## config.mk

```make
export PLATFORM = sky130hd
export DESIGN_NAME = xmix_unit
export DESIGN_NICKNAME = d
export VERILOG_FILES = /design/src/rtl/xmix_pkg.sv /design/src/rtl/xmix_ctrl.sv /design/src/rtl/xmix_datapath.sv /design/src/rtl/xmix_unit.sv
export SDC_FILE = /design/constraint.sdc
export NUM_CORES = 1
export LEC_CHECK = 0
export BUFFER_PORTS_ARGS = -buffer_cell sky130_fd_sc_hd__clkbuf_2
export CORE_AREA = 2 2 80 82
export DETAILED_ROUTE_END_ITERATION = 8
export DIE_AREA = 0 0 82 84
export GPL_TIMING_DRIVEN = 0
export HOLD_SLACK_MARGIN = 0.03
export PLACE_DENSITY = 0.87
export SYNTH_ARGS = -nofsm -noshare
export SYNTH_HDL_FRONTEND = slang
export SYNTH_SLANG_ARGS = --single-unit
```

## constraint.sdc

```tcl
create_clock -name clk -period 1.9 [get_ports clk]
set_input_delay 0.095 -clock clk [delete_from_list [all_inputs] [get_ports clk]]
set_output_delay 0.095 -clock clk [all_outputs]
set_load 0.01 [all_outputs]
```

## src/rtl/xmix_pkg.sv

```systemverilog
package xmix_pkg;

  localparam int W = 18;
  localparam int CNT_W = $clog2(W);

  typedef logic [W-1:0][W-1:0] mat_t;

  typedef enum logic [1:0] {
    MODE_DIRECT = 2'b00,
    MODE_ENCODE = 2'b01,
    MODE_DECODE = 2'b10,
    MODE_ALT    = 2'b11
  } mode_t;

  typedef struct packed {
    logic load;
    logic shift;
  } ctrlStrobe_t;

  // Forward matrix by column: entry k is the image of input bit k.
  localparam mat_t FWD_COLS = {
    18'h007FA, 18'h21370, 18'h3F02C, 18'h37026, 18'h078B5, 18'h0DFD5,
    18'h3EFF5, 18'h3EFF9, 18'h3F7F9, 18'h3F0A0, 18'h2EE40, 18'h007F8,
    18'h31ACA, 18'h179B5, 18'h37B9F, 18'h37BDF, 18'h377DF, 18'h377D9
  };

  // Gauss-Jordan over GF(2). The returned row i selects the encoded bits
  // whose parity reconstructs original bit i.
  function automatic mat_t invertRows(input mat_t cols);
    mat_t a;
    mat_t b;
    logic [W-1:0] t;
    int p;
    for (int i = 0; i < W; i++) begin
      b[i] = '0;
      b[i][i] = 1'b1;
      for (int j = 0; j < W; j++) a[i][j] = cols[j][i];
    end
    for (int c = 0; c < W; c++) begin
      p = -1;
      for (int r = c; r < W; r++)
        if (p < 0 && a[r][c]) p = r;
      if (p >= 0) begin
        t = a[c]; a[c] = a[p]; a[p] = t;
        t = b[c]; b[c] = b[p]; b[p] = t;
      end
      for (int r = 0; r < W; r++) begin
        if (r != c && a[r][c]) begin
          a[r] = a[r] ^ a[c];
          b[r] = b[r] ^ b[c];
        end
      end
    end
    return b;
  endfunction

  localparam mat_t INV_ROWS = invertRows(FWD_COLS);

endpackage

```

## src/rtl/xmix_ctrl.sv

```systemverilog
module xmix_ctrl
  import xmix_pkg::*;
(
  input  logic        clk,
  input  logic        rstN,
  input  logic        inValid,
  output ctrlStrobe_t strobe,
  output logic        outValid,
  output logic        serDone
);

  logic             active;
  logic [CNT_W-1:0] shiftCnt;
  localparam logic [CNT_W-1:0] LAST_SHIFT = CNT_W'(W - 1);

  // A load always wins over a shift that falls on the same edge.
  always_comb begin
    strobe.load  = inValid;
    strobe.shift = active && !inValid;
  end

  always_ff @(posedge clk or negedge rstN) begin
    if (!rstN) begin
      active   <= 1'b0;
      shiftCnt <= '0;
      serDone  <= 1'b0;
      outValid <= 1'b0;
    end else begin
      outValid <= inValid;
      if (strobe.load) begin
        active   <= 1'b1;
        shiftCnt <= '0;
        serDone  <= 1'b0;
      end else if (strobe.shift) begin
        shiftCnt <= shiftCnt + 1'b1;
        if (shiftCnt == LAST_SHIFT) begin
          active  <= 1'b0;
          serDone <= 1'b1;
        end
      end
    end
  end

  AST_VALID_PULSE: assert property (@(posedge clk) disable iff (!rstN)
    inValid |=> outValid);
  AST_DONE_CLEARED: assert property (@(posedge clk) disable iff (!rstN)
    inValid |=> !serDone);
  AST_DONE_STICKY: assert property (@(posedge clk) disable iff (!rstN)
    serDone && !inValid |=> serDone);
  AST_NO_OVERRUN: assert property (@(posedge clk) disable iff (!rstN)
    active |-> shiftCnt <= LAST_SHIFT);

endmodule

```

## src/rtl/xmix_datapath.sv

```systemverilog
module xmix_datapath
  import xmix_pkg::*;
(
  input  logic        clk,
  input  logic        rstN,
  input  ctrlStrobe_t strobe,
  input  logic [1:0]  mode,
  input  logic [W-1:0] inData,
  output logic [W-1:0] outData,
  output logic        serOut
);

  logic [W-1:0] encWord;
  logic [W-1:0] decWord;
  logic [W-1:0] nextWord;
  logic [W-1:0] shiftReg;

  // Forward map: XOR of the column images selected by the set input bits.
  logic [W-1:0] encTerm [W];
  generate
    for (genvar k = 0; k < W; k++) begin : g_encCol
      assign encTerm[k] = inData[k] ? FWD_COLS[k] : '0;
    end
  endgenerate

  always_comb begin
    encWord = '0;
    for (int k = 0; k < W; k++) encWord = encWord ^ encTerm[k];
  end

  // Inverse map: each output bit is the parity of a fixed subset of inputs.
  generate
    for (genvar i = 0; i < W; i++) begin : g_decRow
      assign decWord[i] = ^(INV_ROWS[i] & inData);
    end
  endgenerate

  always_comb begin
    unique case (mode_t'(mode))
      MODE_ENCODE: nextWord = encWord;
      MODE_DECODE: nextWord = decWord;
      default:     nextWord = inData;
    endcase
  end

  always_ff @(posedge clk or negedge rstN) begin
    if (!rstN) begin
      outData  <= '0;
      shiftReg <= '0;
    end else if (strobe.load) begin
      outData  <= nextWord;
      shiftReg <= nextWord;
    end else if (strobe.shift) begin
      shiftReg <= {shiftReg[W-2:0], 1'b0};
    end
  end

  assign serOut = shiftReg[W-1];

  AST_DIRECT_PASS: assert property (@(posedge clk) disable iff (!rstN)
    strobe.load && (mode == MODE_DIRECT || mode == MODE_ALT)
      |=> outData == $past(inData));
  AST_ZERO_MAP: assert property (@(posedge clk) disable iff (!rstN)
    strobe.load && inData == '0 |=> outData == '0);
  AST_SER_MSB: assert property (@(posedge clk) disable iff (!rstN)
    strobe.load |=> serOut == outData[W-1]);
  AST_HOLD: assert property (@(posedge clk) disable iff (!rstN)
    !strobe.load |=> $stable(outData));

endmodule

```

## src/rtl/xmix_unit.sv

```systemverilog
module xmix_unit
  import xmix_pkg::*;
(
  input  logic          clk,
  input  logic          rstN,
  input  logic [W-1:0]  inData,
  input  logic [1:0]    mode,
  input  logic          inValid,
  output logic [W-1:0]  outData,
  output logic          outValid,
  output logic          serOut,
  output logic          serDone
);

  ctrlStrobe_t strobe;

  xmix_ctrl ctrl_i (
    .clk      (clk),
    .rstN     (rstN),
    .inValid  (inValid),
    .strobe   (strobe),
    .outValid (outValid),
    .serDone  (serDone)
  );

  xmix_datapath dp_i (
    .clk     (clk),
    .rstN    (rstN),
    .strobe  (strobe),
    .mode    (mode),
    .inData  (inData),
    .outData (outData),
    .serOut  (serOut)
  );

endmodule

```

==> impl_metrics.toml <==
[run_status]
status = "complete, but fails checks"
violations = "negative setup slack"

[clock_network]
cts_buffers = 5
cts_buffer_depth = 2
h-tree-depth = 2
clk_transition_reported_paths_ns = 0.08
postCtsSetupRepairBufs = 0
clock-sinks = 44
cts_root_buf = "clkbuf_8"
insertion_delay_ns = 0.30
cts_tree = "built"

[synth]
synth_area_leaders = "dfrtp_1, xnor2_1, xnor3_1, xor3_1, xor2_1"
syn_nets = 343
syn_area_um2 = 3460
ys_seq_area_frac = 0.318
synthFlopType = "dfrtp_1"
synth_edf_count = 0
yosysWarningCount = 0
synthCells = 316
ys_async_sr_fraction = 1.00
synth-seq-cells = 44
synth_top_area_frac = 0.318
synth_top_cell_by_area = "dfrtp_1"
synth_cell_types = 44
synth.avg_cell_area_um2 = 11.0
synthMostInstantiatedCell = "dfrtp_1"
synth_common_cells = "dfrtp_1, xnor2_1, clkbuf_1"

[grt]
gr-usage-all-layers = 0.277
overflow = 0
grt_first_pass_wirelength_um = 14100
grt_max_degree = 45
grt_pass1_vias = 2679
grt_antenna_before_repair = 0

[sta]
hold_viol_final = 0
drv_slew = 0
timing.hold.ws_ns = 0.182
clock_skew_ns = 0.00765
rsz0062_at_grt = "false"
maxSlewHeadroom = 0.282
timing.final.ws_setup_ns = -0.0182
fin_crit_sh = 1.01
fmaxAchievable_mhz = 521
layout_min_cycle_time_ns = 1.92
setup_viol = 1
tightest_slew_ns = 1.08

[worst_setup_path]
worst_path_max_delay_cell = "a221oi_1"
regToRegSetupSlack_ns = 0.08
crit_chain = "buf_2 -> xnor2_4 -> xor3_1 -> xnor2_1 -> a221oi_1 -> o22ai_1"
slowest_delay_ns = 0.55
cp_max_fo = 7
worstSetupPathType = "input port to register"
crit_path_end_kind = "register"
required_ns = 2.06
crit_arrival_ns = 2.07
critPathLaunchType = "input port"

[floorplanning]
fp-row-count = 29
core_um2 = 6100
die_w_um = 82
pin_count = 44
die_h_um = 84
die-area_um2 = 6890
start_util = 0.568

[hold_path]
hp-class = "input port to register"

[route]
vias = 2700
drcViolationCount = 0
via_per_inst = 6.26
ant_nets = 0
avgRoutedWirePerCell_um = 20.9
drtIter0Drc = 306
dr.pass1.iters = 4
wirelength_um = 9030

[place]
dpl_worst_slack_ns = -0.314
post-place-cells = 421
placement.io_buffers = 28
place.gp.congestion = 0.951
dp_hpwl_um = 6700

[pwr]
p_per_area_nw_per_um2 = 850
leakage_nw = 1.83
total_power_mw = 3.27
max-vdd-ir-drop_mv = 0.462

[cells_and_area]
nNetsFinal = 380
drive_above_1_share = 0.195
syn_to_final_growth_pct = 11.0
fillers = 501
post-route-util = 0.631
antenna_cells = 0
layout.cells.non_filler = 431

[flow_run]
drv_cap = 0
## routing by layer
layer / share of wire / GRT usage
met5: 0 / 0
met4: 0.020 / 0.105
met1: 0.42 / 0.387
met3: 0.068 / 0.0368
met2: 0.50 / 0.435
## power by group
| part | internal [mW] | switching, mW | total (mW) |
|---|---|---|---|
| Combinational | 0.739 | 0.751 | 1.49 |
| Sequential | 1.08 | 0.0916 | 1.17 |
| Clock | 0.297 | 0.308 | 0.605 |
## path summary, 6_finish.rpt
kind | cells after the start | endpoint | from
worst min register to register | 1 | dp_i.outData[6] | dp_i.outData[6]
worst max register to register | 5 | dp_i.shiftReg[8] | ctrl_i.active
max in group asynchronous | 2 | dp_i.outData[8] | rstN
min in group asynchronous | 2 | dp_i.shiftReg[12] | rstN
worst min-delay path | 3 | dp_i.outData[13] | inData[13]
worst max-delay path | 6 | dp_i.shiftReg[3] | inData[1]
## kinds of logic (layout without fill, tap and decap cells)
| kind of cell | Yosys count | count (layout) | synth area share |
|---|---|---|---|
| xor+xnor | 90 | 90 | 0.349 |
| compound gates | 82 | 82 | 0.171 |
| flops | 44 | 44 | 0.318 |
| simple gates | 44 | 44 | 0.0553 |
| buf+inv | 39 | 77 | 0.0535 |
| mux | 13 | 13 | 0.0383 |
| fa+ha+maj | 4 | 4 | 0.0145 |
## timing repair
action                                  CTS  global route
hold buffers                              2             0
endpoints found under the setup margin    6            18
endpoints found under the hold margin    45             0
gates cloned                              0             0
pin swaps                                 0             1
gates resized for setup                   2            12
## layout make-up
class / instances / area [um2] / share of cell area
inverter: 8 / 30.0 / 0.00781
multi-input combinational: 233 / 2200 / 0.574
tap: 77 / 96.3 / 0.0251
buffer: 31 / 161 / 0.0420
sequential: 44 / 1100 / 0.286
timing repair buffer: 30 / 160 / 0.0417
clock buffer: 8 / 90.1 / 0.0234
## placed cells by master (no fill, tap or decap), types with 3 or more instances in the layout
cell type / instances
buf_2: 8
a21oi_1: 3
clkbuf_8: 6
nor2_1: 16
ha_1: 4
o21ai_1: 5
mux2i_1: 11
nor2b_1: 3
a22oi_1: 4
xnor2_1: 41
o2bb2ai_1: 7
o21ai_0: 16
xnor2_2: 5
xor2_1: 16
a221oi_2: 6
a221oi_1: 6
clkbuf_1: 16
a21boi_1: 3
inv_1: 8
a211oi_1: 6
xnor3_1: 16
dfrtp_1: 44
o22ai_1: 6
buf_6: 3
a31oi_1: 5
clkbuf_2: 32
nand2_1: 14
xor3_1: 7
nor3_1: 5
o211ai_1: 8
## sequential cells by signal, summed over array words and instances, names as in the netlist
register         count
ctrl_i.active        1
dp_i.outData        18
dp_i.shiftReg       18
ctrl_i.shiftCnt      5
ctrl_i.outValid      1
ctrl_i.serDone       1
## worst max-delay path, delay by kind of cell
kind / cells / cell delay, ns
XOR/XNOR: 3 / 1.08
AO/OA/AOI/OAI: 2 / 0.72
buffers and inverters: 1 / 0.18
## metrics by stage
step           setup TNS, ns  area, um2
2_1_floorplan              0       3460
3_3_place_gp           -3.63       3700
3_5_place_dp           -5.57       3700
4_1_cts                    0       3820
5_1_grt                    0       3840
6_report             -0.0182       3840
Note: power is estimated with default switching activity, not from simulation.
